$ cat config.mk
export PLATFORM = sky130hd
export DESIGN_NAME = ea_unit
export DESIGN_NICKNAME = d
export VERILOG_FILES = /design/src/rtl/ea_pkg.sv /design/src/rtl/ea_mode_dec.sv /design/src/rtl/ea_wrap_add.sv /design/src/rtl/ea_hi_reg.sv /design/src/rtl/ea_unit.sv
export SDC_FILE = /design/constraint.sdc
export NUM_CORES = 1
export LEC_CHECK = 0
export ABC_AREA = 1
export BUFFER_PORTS_ARGS = -buffer_cell sky130_fd_sc_hd__buf_2
export CAP_MARGIN = 20
export CORE_UTILIZATION = 28
export CTS_BUF_LIST = sky130_fd_sc_hd__clkbuf_16
export DETAILED_ROUTE_END_ITERATION = 8
export PLACE_DENSITY_LB_ADDON = 0.12
export SYNTH_ARGS = -nofsm -noshare
export SYNTH_HDL_FRONTEND = slang
export SYNTH_SLANG_ARGS = --single-unit
$ cat constraint.sdc
create_clock -name clk_i -period 4.3 [get_ports clk_i]
set_clock_uncertainty 0.05 [all_clocks]
set_input_delay 1.29 -clock clk_i [delete_from_list [all_inputs] [get_ports clk_i]]
set_output_delay 1.29 -clock clk_i [all_outputs]
set_load 0.05 [all_outputs]
$ cat src/rtl/ea_pkg.sv
package ea_pkg;

    localparam int ADDR_W  = 11;
    localparam int DATA_W  = 8;
    localparam int XPTR_W  = 12;
    localparam int REL_W   = 6;
    localparam int REL_BIAS = 31;

    typedef enum logic [2:0] {
        MODE_INDEXED  = 3'd0,
        MODE_INDIRECT = 3'd1,
        MODE_DIRECT   = 3'd2,
        MODE_IMMED    = 3'd3,
        MODE_INHERENT = 3'd4,
        MODE_ABSOLUTE = 3'd5,
        MODE_RELATIVE = 3'd6,
        MODE_RESERVED = 3'd7
    } ea_mode_e;

    typedef enum logic [1:0] {
        CLS_OTHER_A = 2'd0,
        CLS_LONGJMP = 2'd1,
        CLS_CALL    = 2'd2,
        CLS_OTHER_B = 2'd3
    } ea_cls_e;

    typedef enum logic [2:0] {
        SRC_NONE,
        SRC_INDEX,
        SRC_XPTR,
        SRC_DIRECT,
        SRC_ABS,
        SRC_REL
    } ea_src_e;

    typedef struct packed {
        ea_src_e src;
        logic    prog;
        logic    imm;
        logic    illegal;
    } ea_ctl_t;

    function automatic logic cls_may_jump(input ea_cls_e c);
        return (c == CLS_LONGJMP) || (c == CLS_CALL);
    endfunction

endpackage

$ cat src/rtl/ea_mode_dec.sv
module ea_mode_dec
    import ea_pkg::*;
(
    input  logic [2:0] mode_i,
    input  logic [1:0] cls_i,
    input  logic       sel_prog_i,
    output ea_ctl_t    ctl_o
);

    ea_mode_e mode;
    ea_cls_e  cls;

    assign mode = ea_mode_e'(mode_i);
    assign cls  = ea_cls_e'(cls_i);

    always_comb begin
        ctl_o = '{src: SRC_NONE, prog: 1'b0, imm: 1'b0, illegal: 1'b0};
        case (mode)
            MODE_INDEXED: begin
                ctl_o.src  = SRC_INDEX;
                ctl_o.prog = sel_prog_i;
            end
            MODE_INDIRECT: ctl_o.src = SRC_XPTR;
            MODE_DIRECT:   ctl_o.src = SRC_DIRECT;
            MODE_IMMED:    ctl_o.imm = 1'b1;
            MODE_INHERENT: ctl_o.src = SRC_NONE;
            MODE_ABSOLUTE: begin
                if (cls_may_jump(cls)) begin
                    ctl_o.src  = SRC_ABS;
                    ctl_o.prog = 1'b1;
                end else begin
                    ctl_o.illegal = 1'b1;
                end
            end
            MODE_RELATIVE: begin
                ctl_o.src  = SRC_REL;
                ctl_o.prog = 1'b1;
            end
            default: ctl_o.illegal = 1'b1;
        endcase
    end

endmodule

$ cat src/rtl/ea_wrap_add.sv
module ea_wrap_add #(
    parameter int AW   = 11,
    parameter int OW   = 8,
    parameter int BIAS = 0
) (
    input  logic [AW-1:0] base_i,
    input  logic [OW-1:0] off_i,
    output logic [AW-1:0] sum_o
);

    localparam int PAD_W = AW - OW;

    logic [AW-1:0] off_ext;
    assign off_ext = {{PAD_W{1'b0}}, off_i};

    generate
        if (BIAS == 0) begin : g_plain
            assign sum_o = base_i + off_ext;
        end else begin : g_biased
            localparam logic [AW-1:0] BIAS_V = AW'(BIAS);
            assign sum_o = base_i + off_ext - BIAS_V;
        end
    endgenerate

endmodule

$ cat src/rtl/ea_hi_reg.sv
module ea_hi_reg #(
    parameter int W = 3
) (
    input  logic         clk_i,
    input  logic         rst_i,
    input  logic         ld_i,
    input  logic [W-1:0] d_i,
    output logic [W-1:0] q_o
);

    always_ff @(posedge clk_i) begin
        if (rst_i) begin
            q_o <= '0;
        end else if (ld_i) begin
            q_o <= d_i;
        end
    end

endmodule

$ cat src/rtl/ea_unit.sv
module ea_unit
    import ea_pkg::*;
#(
    parameter int AW = ADDR_W,
    parameter int DW = DATA_W,
    parameter int XW = XPTR_W,
    parameter int RW = REL_W,
    parameter int RB = REL_BIAS
) (
    input  logic          clk_i,
    input  logic          rst_i,
    input  logic [2:0]    mode_i,
    input  logic [1:0]    cls_i,
    input  logic [DW-1:0] opnd_i,
    input  logic [XW-1:0] xptr_i,
    input  logic [AW-1:0] pc_i,
    input  logic          sel_prog_i,
    input  logic          hi_ld_i,
    output logic [AW-1:0] addr_o,
    output logic          addr_vld_o,
    output logic          prog_space_o,
    output logic [DW-1:0] imm_o,
    output logic          imm_vld_o,
    output logic          illegal_o
);

    localparam int HI_W = AW - DW;

    ea_ctl_t       ctl;
    logic [AW-1:0] x_low;
    logic [AW-1:0] idx_sum;
    logic [AW-1:0] rel_sum;
    logic [HI_W-1:0] hi_q;
    logic          unused_xhi;

    assign x_low      = xptr_i[AW-1:0];
    assign unused_xhi = ^xptr_i[XW-1:AW];

    ea_mode_dec u_dec (
        .mode_i     (mode_i),
        .cls_i      (cls_i),
        .sel_prog_i (sel_prog_i),
        .ctl_o      (ctl)
    );

    ea_wrap_add #(.AW(AW), .OW(DW), .BIAS(0)) u_idx_add (
        .base_i (x_low),
        .off_i  (opnd_i),
        .sum_o  (idx_sum)
    );

    ea_wrap_add #(.AW(AW), .OW(RW), .BIAS(RB)) u_rel_add (
        .base_i (pc_i),
        .off_i  (opnd_i[RW-1:0]),
        .sum_o  (rel_sum)
    );

    ea_hi_reg #(.W(HI_W)) u_hi (
        .clk_i (clk_i),
        .rst_i (rst_i),
        .ld_i  (hi_ld_i),
        .d_i   (opnd_i[HI_W-1:0]),
        .q_o   (hi_q)
    );

    always_comb begin
        addr_o     = '0;
        addr_vld_o = 1'b1;
        case (ctl.src)
            SRC_INDEX:  addr_o = idx_sum;
            SRC_XPTR:   addr_o = x_low;
            SRC_DIRECT: addr_o = {{HI_W{1'b0}}, opnd_i};
            SRC_ABS:    addr_o = {hi_q, opnd_i};
            SRC_REL:    addr_o = rel_sum;
            default:    addr_vld_o = 1'b0;
        endcase
    end

    assign prog_space_o = ctl.prog & addr_vld_o;
    assign imm_vld_o    = ctl.imm;
    assign imm_o        = ctl.imm ? opnd_i : '0;
    assign illegal_o    = ctl.illegal;

endmodule

==> results.yml <==
status:
  outcome: "finished clean"
worst_setup_path:
  worstPathRequired_ns: 2.96
  critPathKind: "primary input to primary output"
  reg2reg_depth: 2
  r2r-end: "u_hi.q_o[0]$_SDFFE_PP0P_"
  setup.worst_path.start_class: "primary input"
  path_cells: "buf_8, ha_4, ha_4, inv_2, fa_2, inv_2, nand3_2, nand2_4, xnor2_2, nor2_1, nor2_1, o21ai_2, buf_6"
  critPathCapture: "addr_o[5]"
  r2r_start: "u_hi.q_o[0]$_SDFFE_PP0P_"
  r2r_slack_ns: 3.60
  critPathLaunch: "opnd_i[1]"
  critPathMaxFanout: 3
  arrival_ns: 2.93
  end_kind: "primary output"
  cp_slowest_cell: "fa_2"
  slowest_delay_ns: 0.33
synth:
  syn-instance-count: 303
  avgSynthCellArea_sq_um: 5.35
  synth_fp_nets: 368
  synth_area_sq_um: 1620
  synth_top_area_share_pct: 21.1
  synth.area.top_cells: "nand2_1 (21%), ha_1 (18%), inv_1 (14%)"
  synth_edf_count: 0
  synth_top_area_cell: "nand2_1"
  yosys_warnings: 0
  synth_cell_type_count: 31
  ys_seq_area_share_pct: 3.71
  synthArstFlopShare_pct: 0
  ys_ff_latch: 3
  ys.flop_type: "dfxtp_1"
place:
  gp_congestion: 0.852
  portBuffers: 61
  place_hpwl_um: 4360
  place_ws_ns: -0.294
  post_dp_cell_area_sq_um: 2170
finish:
  largest_reg_flops: 3
  reg_top3: "u_hi.q_o (3)"
  final_cell_mix: "nand2_1 (89), inv_1 (53), buf_2 (51)"
  top_register: "u_hi.q_o"
  final.fill_count: 622
  final_common_cell: "nand2_1"
  final_area_sq_um: 2540
  diodes: 0
  syn_to_final_growth_pct: 56.6
  drive_gt1_share_pct: 34.7
  layout.nets: 455
floorplan:
  io_pins: 63
  rows: 27
  die_w_um: 78.1
  die_area_sq_um: 6090
  fp.coreArea_sq_um: 5540
  start_util_pct: 29.2
  fp.dieH_um: 78.1
sta:
  setup_viol_count_final: 0
  layout_worst_path_cycle_share_pct: 99.2
  rsz0062_at_grt: "yes"
  fin_setup_tns_ns: 0
  worst_slew_margin_rel_pct: 73.0
  fin_ws_ns: 0.0335
  hold_ws_ns: 0.438
  fmaxAchievable_mhz: 234
  drv_slew: 0
  worstMarginPinSlew_ns: 0.405
  hold_viol_final: 0
  min_period_ns: 4.27
routing:
  post_drt_wl_per_cell_um: 11.5
  drtIter0Drc: 111
  drcViolationCount: 0
  post_drt_via_cell_ratio: 4.56
  ant_nets: 0
  dr.pass1.iters: 4
  vias: 2104
  drt_wl_total_um: 5280
clock_tree:
  cts-root-buf: "clkbuf_16"
  clk_path_buf_depth: 2
  clk_pin_slew_worst_paths_ns: 0.03
  hold_buffers: 0
  clk_latency_ns: 0.22
  h-tree-depth: 1
  clock_sinks: 3
  tritoncts: "done"
  cts_made_buffers: 3
global_route:
  grt-ovfl-total: 0
  busiest_layer: "met2"
  grt_util_met3_pct: 1.86
  antenna_found_initial: 0
  grt_pass1_wl_um: 8650
  grt_usage_pct: 17.5
  grt_use_met2_pct: 30.5
  first_global_vias: 1969
  grt_max_degree: 12
  use_met1_pct: 23.8
power_and_ir_drop:
  ir_drop_uv: 409
  power.leakage_nw: 1.44
  powerDensity_nw_per_um2: 211
run:
  max_cap_violations: 0
hold_path:
  hp-class: "flip-flop to flip-flop"
power by group:
part | switching (W) | internal (W)
sequential | 0.00000127 | 0.0000300
combinational | 0.000213 | 0.000146
clock | 0.0000238 | 0.000120
total | 0.000238 | 0.000296
final cells by class:
type                    instances  area (sq um)  share of cell area, %
clock buffers                   3          75.1                   2.96
flip-flops and latches          3          60.1                   2.37
clock inverters                 1          3.75                  0.148
inverters                      62           233                   9.17
repair buffers                 83           541                   21.3
multi-input cells             237          1540                   60.5
well taps                      72          90.1                   3.55
Yosys cell counts, types with 3 or more instances:
cell type	number
nand4_1	6
ha_1	23
inv_1	59
nand3b_1	5
nand3_1	38
a211oi_1	3
inv_2	3
nor2_1	33
nand2_1	91
o21ai_0	4
or2_2	3
dfxtp_1	3
a21oi_1	10
worst min-delay path by stage:
stage / from / to / slack (ns) / cells past startpoint
finish: u_hi.q_o[2]$_SDFFE_PP0P_ / u_hi.q_o[2]$_SDFFE_PP0P_ / 0.44 / 2
global route: u_hi.q_o[2]$_SDFFE_PP0P_ / u_hi.q_o[2]$_SDFFE_PP0P_ / 0.46 / 2
CTS: u_hi.q_o[2]$_SDFFE_PP0P_ / u_hi.q_o[2]$_SDFFE_PP0P_ / 0.44 / 2
detailed placement: u_hi.q_o[2]$_SDFFE_PP0P_ / u_hi.q_o[2]$_SDFFE_PP0P_ / 0.44 / 2
global placement: u_hi.q_o[2]$_SDFFE_PP0P_ / u_hi.q_o[2]$_SDFFE_PP0P_ / 0.42 / 2
floorplan: u_hi.q_o[0]$_SDFFE_PP0P_ / u_hi.q_o[0]$_SDFFE_PP0P_ / 0.40 / 2
critical path: cells and delay by family:
family                   cells  cell delay (ns)
AND/OR/NAND/NOR              4             0.38
buffers and inverters        4             0.36
AO/OA/AOI/OAI                1             0.07
adder cells (fa/ha/maj)      3             0.72
XOR/XNOR                     1             0.11
per-stage QoR:
stage	instances	util [%]	power, W
finish	461	45.8	0.000534
global route	461	45.8	0.000578
global placement	453	39.2	0.000333
floorplan	303	-	0.000239
detailed placement	453	39.2	0.000335
CTS	460	44.0	0.000517
logic make-up (layout without fill, tap and decap cells):
kind of cell / Yosys count / count (layout) / synth area share, %
flops: 3 / 3 / 3.71
buf+inv: 63 / 149 / 14.8
simple gates: 183 / 183 / 49.2
xor+xnor: 3 / 3 / 2.09
compound gates: 26 / 26 / 9.96
fa+ha+maj: 25 / 25 / 20.2
metal layers:
| layer | wire, um | up-vias |
|---|---|---|
| li1 | - | 1138 |
| met1 | 2700 | 914 |
| met2 | 2350 | 48 |
| met3 | 179 | 4 |
| met4 | 50 | 0 |
| met5 | 0 | - |
what timing repair did:
action                                  4_1_cts  5_1_grt
resized for setup                            38       19
endpoints found under the setup margin        7        8
pin swaps                                    11       14
buffers inserted                              3        1
hold endpoints to repair                      0        0
Note: power is estimated with default switching activity, not from simulation.
